File: config.mk
export PLATFORM = sky130hd
export DESIGN_NAME = kbd_link_rx
export DESIGN_NICKNAME = d
export VERILOG_FILES = /design/src/rtl/kbd_rx_pkg.sv /design/src/rtl/kbd_rx_tick.sv /design/src/rtl/kbd_rx_sync.sv /design/src/rtl/kbd_rx_frame.sv /design/src/rtl/kbd_link_rx.sv
export SDC_FILE = /design/constraint.sdc
export NUM_CORES = 1
export LEC_CHECK = 0
export BUFFER_PORTS_ARGS = -buffer_cell sky130_fd_sc_hd__buf_2
export CAP_MARGIN = 20
export CORE_MARGIN = 10
export CORE_UTILIZATION = 51
export DETAILED_ROUTE_END_ITERATION = 8
export PLACE_DENSITY = 0.72
export RECOVER_POWER = 100
export SETUP_SLACK_MARGIN = 0.15
export SLEW_MARGIN = 5
export SYNTH_ARGS = -nofsm -noshare
export SYNTH_HDL_FRONTEND = slang
export SYNTH_SLANG_ARGS = --single-unit
File: constraint.sdc
create_clock -name clk -period 2.37 [get_ports clk]
set_clock_uncertainty 0.2 [all_clocks]
set_input_delay 0.237 -clock clk [delete_from_list [all_inputs] [get_ports clk]]
set_output_delay 0.237 -clock clk [all_outputs]
set_load 0.01 [all_outputs]
File: src/rtl/kbd_rx_pkg.sv
`timescale 1ns/1ps
package kbd_rx_pkg;
  typedef enum logic [1:0] {
    PAR_OFF  = 2'b00,
    PAR_ODD  = 2'b01,
    PAR_EVEN = 2'b10,
    PAR_OFF2 = 2'b11
  } par_mode_e;

  localparam int ST_RDY = 0;
  localparam int ST_TMO = 1;
  localparam int ST_PE  = 2;
  localparam int ST_FE  = 3;

  typedef struct packed {
    logic ok;
    logic pe;
    logic fe;
    logic tmo;
  } rx_evt_t;
endpackage

File: src/rtl/kbd_rx_tick.sv
`timescale 1ns/1ps
module kbd_rx_tick #(
  parameter int CLK_PER_US = 125
) (
  input  logic clk,
  input  logic rst_n,
  output logic tick_o
);
  localparam int W = $clog2(CLK_PER_US + 1);
  localparam logic [W-1:0] LAST = W'(CLK_PER_US - 1);

  logic [W-1:0] cnt_q, cnt_d;

  assign tick_o = (cnt_q == LAST);

  always_comb begin
    cnt_d = tick_o ? '0 : cnt_q + 1'b1;
  end

  always_ff @(posedge clk or negedge rst_n) begin
    if (!rst_n) cnt_q <= '0;
    else        cnt_q <= cnt_d;
  end

  AST_TICK_RANGE: assert property (@(posedge clk) disable iff (!rst_n)
    cnt_q <= LAST);
endmodule

File: src/rtl/kbd_rx_sync.sv
`timescale 1ns/1ps
module kbd_rx_sync #(
  parameter int FILT_LEN = 3
) (
  input  logic clk,
  input  logic rst_n,
  input  logic line_i,
  output logic line_o
);
  logic [1:0]          meta_q;
  logic [FILT_LEN-1:0] hist_q;
  logic                filt_q, filt_d;

  assign line_o = filt_q;

  always_comb begin
    filt_d = filt_q;
    if (&hist_q)       filt_d = 1'b1;
    else if (~|hist_q) filt_d = 1'b0;
  end

  always_ff @(posedge clk or negedge rst_n) begin
    if (!rst_n) begin
      meta_q <= '1;
      hist_q <= '1;
      filt_q <= 1'b1;
    end else begin
      meta_q <= {meta_q[0], line_i};
      hist_q <= {hist_q[FILT_LEN-2:0], meta_q[1]};
      filt_q <= filt_d;
    end
  end
endmodule

File: src/rtl/kbd_rx_frame.sv
`timescale 1ns/1ps
module kbd_rx_frame
  import kbd_rx_pkg::*;
#(
  parameter int BIT_TMO_US   = 300,
  parameter int FRAME_TMO_US = 2000
) (
  input  logic       clk,
  input  logic       rst_n,
  input  logic       tick_i,
  input  logic       en_i,
  input  logic       inhibit_i,
  input  logic [1:0] par_mode_i,
  input  logic       clk_f_i,
  input  logic       dat_f_i,
  output rx_evt_t    evt_o,
  output logic [7:0] byte_o
);
  localparam int BW = $clog2(BIT_TMO_US + 1);
  localparam int FW = $clog2(FRAME_TMO_US + 1);
  localparam logic [BW-1:0] BIT_LIM = BW'(BIT_TMO_US);
  localparam logic [FW-1:0] FRM_LIM = FW'(FRAME_TMO_US);

  logic          busy_q, busy_d;
  logic [3:0]    idx_q, idx_d;
  logic [7:0]    sh_q, sh_d;
  logic          cprev_q;
  logic [BW-1:0] gap_q, gap_d;
  logic [FW-1:0] span_q, span_d;
  logic          fall, xp, par_bad;

  assign fall    = cprev_q & ~clk_f_i;
  assign xp      = (^sh_q) ^ dat_f_i;
  assign par_bad = (par_mode_i == PAR_ODD  && !xp) ||
                   (par_mode_i == PAR_EVEN &&  xp);
  assign byte_o  = sh_q;

  always_comb begin
    busy_d = busy_q;
    idx_d  = idx_q;
    sh_d   = sh_q;
    gap_d  = gap_q;
    span_d = span_q;
    evt_o  = '0;
    if (!busy_q) begin
      if (fall && en_i && !inhibit_i && !dat_f_i) begin
        busy_d = 1'b1;
        idx_d  = 4'd1;
        gap_d  = '0;
        span_d = '0;
      end
    end else if (!en_i && idx_q < 4'd10) begin
      busy_d = 1'b0;
    end else begin
      if (tick_i) begin
        gap_d = gap_q + 1'b1;
        if (idx_q < 4'd10) span_d = span_q + 1'b1;
      end
      if (fall) begin
        gap_d = '0;
        if (idx_q < 4'd9) begin
          sh_d  = {dat_f_i, sh_q[7:1]};
          idx_d = idx_q + 4'd1;
        end else if (idx_q == 4'd9) begin
          if (par_bad) begin
            evt_o.pe = 1'b1;
            busy_d   = 1'b0;
          end else begin
            idx_d = 4'd10;
          end
        end else begin
          if (dat_f_i) evt_o.ok = 1'b1;
          else         evt_o.fe = 1'b1;
          busy_d = 1'b0;
        end
      end else if (tick_i && gap_q == BIT_LIM) begin
        evt_o.tmo = 1'b1;
        busy_d    = 1'b0;
      end else if (tick_i && idx_q < 4'd10 && span_q == FRM_LIM) begin
        evt_o.tmo = 1'b1;
        busy_d    = 1'b0;
      end
    end
  end

  always_ff @(posedge clk or negedge rst_n) begin
    if (!rst_n) begin
      busy_q  <= 1'b0;
      idx_q   <= '0;
      sh_q    <= '0;
      cprev_q <= 1'b1;
      gap_q   <= '0;
      span_q  <= '0;
    end else begin
      busy_q  <= busy_d;
      idx_q   <= idx_d;
      sh_q    <= sh_d;
      cprev_q <= clk_f_i;
      gap_q   <= gap_d;
      span_q  <= span_d;
    end
  end

  AST_ONE_EVENT: assert property (@(posedge clk) disable iff (!rst_n)
    $onehot0(evt_o));
  AST_IDX_RANGE: assert property (@(posedge clk) disable iff (!rst_n)
    busy_q |-> (idx_q >= 4'd1 && idx_q <= 4'd10));
  AST_GAP_BOUND: assert property (@(posedge clk) disable iff (!rst_n)
    busy_q |-> gap_q <= BIT_LIM);
  AST_SPAN_BOUND: assert property (@(posedge clk) disable iff (!rst_n)
    (busy_q && idx_q < 4'd10) |-> span_q <= FRM_LIM);
endmodule

File: src/rtl/kbd_link_rx.sv
`timescale 1ns/1ps
module kbd_link_rx
  import kbd_rx_pkg::*;
#(
  parameter int CLK_PER_US   = 125,
  parameter int FILT_LEN     = 3,
  parameter int BIT_TMO_US   = 300,
  parameter int FRAME_TMO_US = 2000,
  parameter int HOLD_US      = 300
) (
  input  logic       clk,
  input  logic       rst_n,
  input  logic       en_i,
  input  logic [1:0] parity_mode_i,
  input  logic       kb_clk_i,
  input  logic       kb_data_i,
  output logic       kb_clk_pull_o,
  input  logic       status_rd_i,
  input  logic       status_wr_i,
  input  logic [3:1] status_clr_i,
  input  logic       rdata_rd_i,
  output logic [3:0] status_o,
  output logic [7:0] rdata_o,
  output logic       irq_o
);
  localparam int HW = $clog2(HOLD_US + 1);
  localparam logic [HW-1:0] HOLD_LIM = HW'(HOLD_US);

  logic       tick;
  logic [1:0] raw_lines, filt_lines;
  rx_evt_t    evt;
  logic [7:0] rx_byte;
  logic       err;

  logic rdy_q, rdy_d, tmo_q, tmo_d, pe_q, pe_d, fe_q, fe_d, irq_q, irq_d;
  logic [7:0] rdata_q, rdata_d;
  logic          hold_q, hold_d, seen_q, seen_d;
  logic [HW-1:0] hcnt_q, hcnt_d;

  assign raw_lines = {kb_data_i, kb_clk_i};

  kbd_rx_tick #(.CLK_PER_US(CLK_PER_US)) u_tick (
    .clk(clk), .rst_n(rst_n), .tick_o(tick)
  );

  for (genvar g = 0; g < 2; g++) begin : g_line
    kbd_rx_sync #(.FILT_LEN(FILT_LEN)) u_sync (
      .clk(clk), .rst_n(rst_n), .line_i(raw_lines[g]), .line_o(filt_lines[g])
    );
  end

  kbd_rx_frame #(.BIT_TMO_US(BIT_TMO_US), .FRAME_TMO_US(FRAME_TMO_US)) u_frame (
    .clk(clk), .rst_n(rst_n), .tick_i(tick), .en_i(en_i), .inhibit_i(hold_q),
    .par_mode_i(parity_mode_i), .clk_f_i(filt_lines[0]), .dat_f_i(filt_lines[1]),
    .evt_o(evt), .byte_o(rx_byte)
  );

  assign err = evt.pe | evt.fe | evt.tmo;

  always_comb begin
    rdy_d = rdy_q;
    if (rdata_rd_i) rdy_d = 1'b0;
    if (evt.ok)     rdy_d = 1'b1;
    tmo_d = tmo_q;
    pe_d  = pe_q;
    fe_d  = fe_q;
    if (status_wr_i) begin
      if (status_clr_i[ST_TMO]) tmo_d = 1'b0;
      if (status_clr_i[ST_PE])  pe_d  = 1'b0;
      if (status_clr_i[ST_FE])  fe_d  = 1'b0;
    end
    if (err)    tmo_d = 1'b1;
    if (evt.pe) pe_d  = 1'b1;
    if (evt.fe) fe_d  = 1'b1;
    rdata_d = evt.ok ? rx_byte : rdata_q;
    irq_d   = (evt.ok & ~rdy_q) | (err & ~tmo_q);
  end

  always_comb begin
    hold_d = hold_q;
    hcnt_d = hcnt_q;
    seen_d = seen_q;
    if (err) begin
      hold_d = 1'b1;
      hcnt_d = '0;
      seen_d = 1'b0;
    end else if (hold_q) begin
      if (tick && hcnt_q < HOLD_LIM) hcnt_d = hcnt_q + 1'b1;
      if (status_rd_i) seen_d = 1'b1;
      if (hcnt_q == HOLD_LIM && (seen_q || status_rd_i)) hold_d = 1'b0;
    end
  end

  always_ff @(posedge clk or negedge rst_n) begin
    if (!rst_n) begin
      rdy_q   <= 1'b0;
      tmo_q   <= 1'b0;
      pe_q    <= 1'b0;
      fe_q    <= 1'b0;
      irq_q   <= 1'b0;
      rdata_q <= '0;
      hold_q  <= 1'b0;
      hcnt_q  <= '0;
      seen_q  <= 1'b0;
    end else begin
      rdy_q   <= rdy_d;
      tmo_q   <= tmo_d;
      pe_q    <= pe_d;
      fe_q    <= fe_d;
      irq_q   <= irq_d;
      rdata_q <= rdata_d;
      hold_q  <= hold_d;
      hcnt_q  <= hcnt_d;
      seen_q  <= seen_d;
    end
  end

  assign status_o      = {fe_q, pe_q, tmo_q, rdy_q};
  assign rdata_o       = rdata_q;
  assign irq_o         = irq_q;
  assign kb_clk_pull_o = hold_q;

  AST_TMO_PULLS: assert property (@(posedge clk) disable iff (!rst_n)
    $rose(tmo_q) |-> kb_clk_pull_o);
  AST_PULL_NEEDS_TMO: assert property (@(posedge clk) disable iff (!rst_n)
    $rose(kb_clk_pull_o) |-> tmo_q);
  AST_HOLD_MIN: assert property (@(posedge clk) disable iff (!rst_n)
    $fell(kb_clk_pull_o) |-> $past(hcnt_q) == HOLD_LIM);
  AST_PE_SETS_TMO: assert property (@(posedge clk) disable iff (!rst_n)
    $rose(pe_q) |-> tmo_q);
  AST_FE_SETS_TMO: assert property (@(posedge clk) disable iff (!rst_n)
    $rose(fe_q) |-> tmo_q);
  AST_IRQ_SOURCE: assert property (@(posedge clk) disable iff (!rst_n)
    irq_o |-> ($rose(rdy_q) || $rose(tmo_q)));
  AST_IRQ_PULSE: assert property (@(posedge clk) disable iff (!rst_n)
    irq_o |=> !irq_o);
endmodule

==> qor.yml <==
setup_viol: 0
multi_input_area_um2: 1728
drt_first_pass_iters: 4
drc_errors: 0
yosysWarnings: 0
hpwl_um: 5225
instances_no_fill: 515
power_switching_w: 0.0009349
synth_cell_types: 49
num-nets-final: 435
cp_slowest_stage_delay_ns: 0.44
cts_sinks: 77
rsz0062_at_grt: "yes"
maxCapViolCount: 0
drtIter0Drc: 104
initial_core_util: 0.5208
place.gp.congestion: 0.8491
place_ws_ns: 0.02823
wirelength_um: 7654
crit_fanout: 5
antenna_left: 0
grt.busiest_layer: "met2"
leakagePower_nw: 1.945
report.final.slew_viol_count: 0
critPathSlowestCell: "xnor3_1"
syn_area_um2: 3737
outcome: "complete, no violations"
met2_usage: 0.2107
r2r_setup_slack_ns: 0.11
dieArea_um2: 11150
synth_top_area_frac: 0.4285
ys_ff_latch: 77
die_h_um: 105.6
regArea_um2: 1946
worst_slack_ns: 0.1085
crit_chain: "xor2_1 > xnor3_1 > xnor2_2 > mux2_4 > a21o_1 > a21oi_2"
avgSynthCellArea_um2: 10.56
cts_tree: "built"
fin_util: 0.6185
seqPwrFrac: 0.507
htreeDepth: 3
grt_util_met3: 0.03959
clkLatencyLatePin_ns: 0.36
post-synth-top-count-cell: "dfrtp_1"
grt_pass1_vias: 2749
synth-async-reset-ratio: 1.000
hold_viol: 0
grt_max_degree: 43
clkPwrFrac: 0.331
arrival_ns: 2.35
ys_seq_area_frac: 0.5199
vias_per_cell: 5.369
numPortBuffers: 26
grt_use_met1: 0.1860
cts-root-buf: "clkbuf_8"
critPathCaptureType: "register"
netlist.top_cell.by_area: "dfrtp_1"
p_int_w: 0.002169
syn2layout_area_growth_pct: 18.75
dp_cells: 483
period_share: 0.9542
core-area_um2: 7176
swShare: 0.3012
grt_overflow_total: 0
synth_ff_type: "dfrtp_1"
synth-edff-count: 0
synth_common_cells: "dfrtp_1, nor2_1, a21oi_1, nand2_1, o21ai_0"
yosys-top-cells-area: "dfrtp_1, dfstp_2, mux2_2"
syn_inst: 354
cts_made_buffers: 9
antenna_cells: 0
crit_type: "register to register"
drive_above_1_share: 0.2332
tightestPinTransition_ns: 0.8656
die_w_um: 105.6
antenna_found_initial: 0
nFillCells: 607
synthesis.nets: 378
clk_pin_slew_worst_paths_ns: 0.09
hold_class: "primary input to register"
wl_per_cell_um: 14.86
clk_path_buf_depth: 2
vias: 2765
critPathLaunchType: "register"
grt_pass1_wl_um: 12970
crit_family: "XOR/XNOR gates"
power_density_nw_per_um2: 699.5
relSlewSlack: 0.4229
period_needed_ns: 2.261
tns_ns: 0
io_pins: 27
vdd_ir_drop_max_v: 0.0003765
num_rows: 31
grt_util_all_layers: 0.1393
pwr-share-comb: 0.162
path_buf_inv: 0
cp.required_ns: 2.46
max_freq_ghz: 0.4422
==> registers in the layout, indices dropped and copies added, names as in the netlist <==
signal and flops:
u_frame.span_q 11, hcnt_q 9, u_frame.gap_q 9, rdata_o 8
u_frame.byte_o 8, u_tick.cnt_q 7, g_line.u_sync.hist_q 6, g_line.u_sync.meta_q 4
u_frame.idx_q 4, g_line.u_sync.line_o 2, fe_q 1, irq_o 1
kb_clk_pull_o 1, pe_q 1, rdy_q 1, seen_q 1
tmo_q 1, u_frame.busy_q 1, u_frame.cprev_q 1
==> routing by layer <==
| metal | wire, um | share of wire | vias up |
|---|---|---|---|
| li1 | - | - | 1357 |
| met1 | 3714 | 0.49 | 1346 |
| met2 | 3483 | 0.46 | 54 |
| met3 | 362 | 0.047 | 8 |
| met4 | 93 | 0.012 | 0 |
| met5 | 0 | 0 | - |
==> cell type report <==
class	instances	share of cell area
Clock buffer	9	0.02791
Sequential cell	77	0.4384
Inverter	17	0.01438
Tap cell	99	0.02791
Timing Repair Buffer	59	0.08401
Multi-Input combinational cell	247	0.3893
Clock inverter	7	0.01804
==> what timing repair did <==
action	in CTS	in global routing
hold buffers	9	0
setup endpoints to repair	16	41
endpoints found under the hold margin	42	0
resized for setup	4	26
pin swaps	2	5
cloned	0	1
buffers inserted	3	3
==> cell usage in the layout, fill, tap and decap left out, types with 4 or more instances in the layout <==
cell,instances
dfrtp_1,62
nor2_1,33
nand2_1,25
o21ai_0,20
a21oi_1,20
xnor2_1,18
inv_1,17
clkbuf_1,17
buf_4,17
nand3_1,16
mux2_2,16
ha_1,11
buf_2,11
xor2_1,9
clkbuf_8,9
dlygate4sd3_1,9
nand4_1,8
dfstp_2,8
a21oi_2,6
dfstp_1,5
and4_1,4
nand2b_1,4
==> power by group through the flow <==
stage | logic [W] | registers [W] | clock network (W)
floorplan | 0.000326 | 0.00156 | 0
global placement | 0.000424 | 0.00159 | 0
detailed placement | 0.000442 | 0.00159 | 0
CTS | 0.000472 | 0.00156 | 0.00105
global route | 0.000562 | 0.00159 | 0.00111
finish | 0.000502 | 0.00157 | 0.00103
==> worst register-to-register path: cells and delay by family, from the launching register on <==
| kind | cells | cell delay, ns |
|---|---|---|
| AO/OA/AOI/OAI | 2 | 0.43 |
| XOR/XNOR | 3 | 0.81 |
| flip-flops | 1 | 0.40 |
| multiplexers | 1 | 0.36 |
==> kinds of logic (layout without fill, tap and decap cells) <==
logic type / after synthesis / count (layout) / synth area share
muxes: 18 / 18 / 0.05490
AOI/OAI and AO/OA: 73 / 74 / 0.1199
xor gates and xnor gates: 30 / 30 / 0.07399
adders and majority gates: 11 / 11 / 0.03683
and+or+nand+nor: 114 / 114 / 0.1547
DFF: 77 / 77 / 0.5199
buffers and inverters: 31 / 92 / 0.03984
==> per-stage QoR <==
stage | hold WS [ns] | total power [W] | cell area (um^2)
6_report | 0.02723 | 0.003104 | 4438
5_1_grt | 0.03078 | 0.003261 | 4438
4_1_cts | 0.01573 | 0.003092 | 4402
3_5_place_dp | 0.03095 | 0.002033 | 4064
3_3_place_gp | 0.02895 | 0.002012 | 4064
2_1_floorplan | -0.2586 | 0.001886 | 3745
==> worst paths after layout <==
kind,start,to,depth (start not counted)
setup / recovery,u_frame.byte_o[2],hcnt_q[2],6
hold / removal,status_wr_i,pe_q,3
setup reg to reg,u_frame.byte_o[2],hcnt_q[2],6
hold reg to reg,g_line[0].u_sync.meta_q[0],g_line[0].u_sync.meta_q[1],0
max in group asynchronous,rst_n,u_frame.idx_q[0],3
min in group asynchronous,rst_n,hcnt_q[5],2
(Power assumes the default switching activity.)
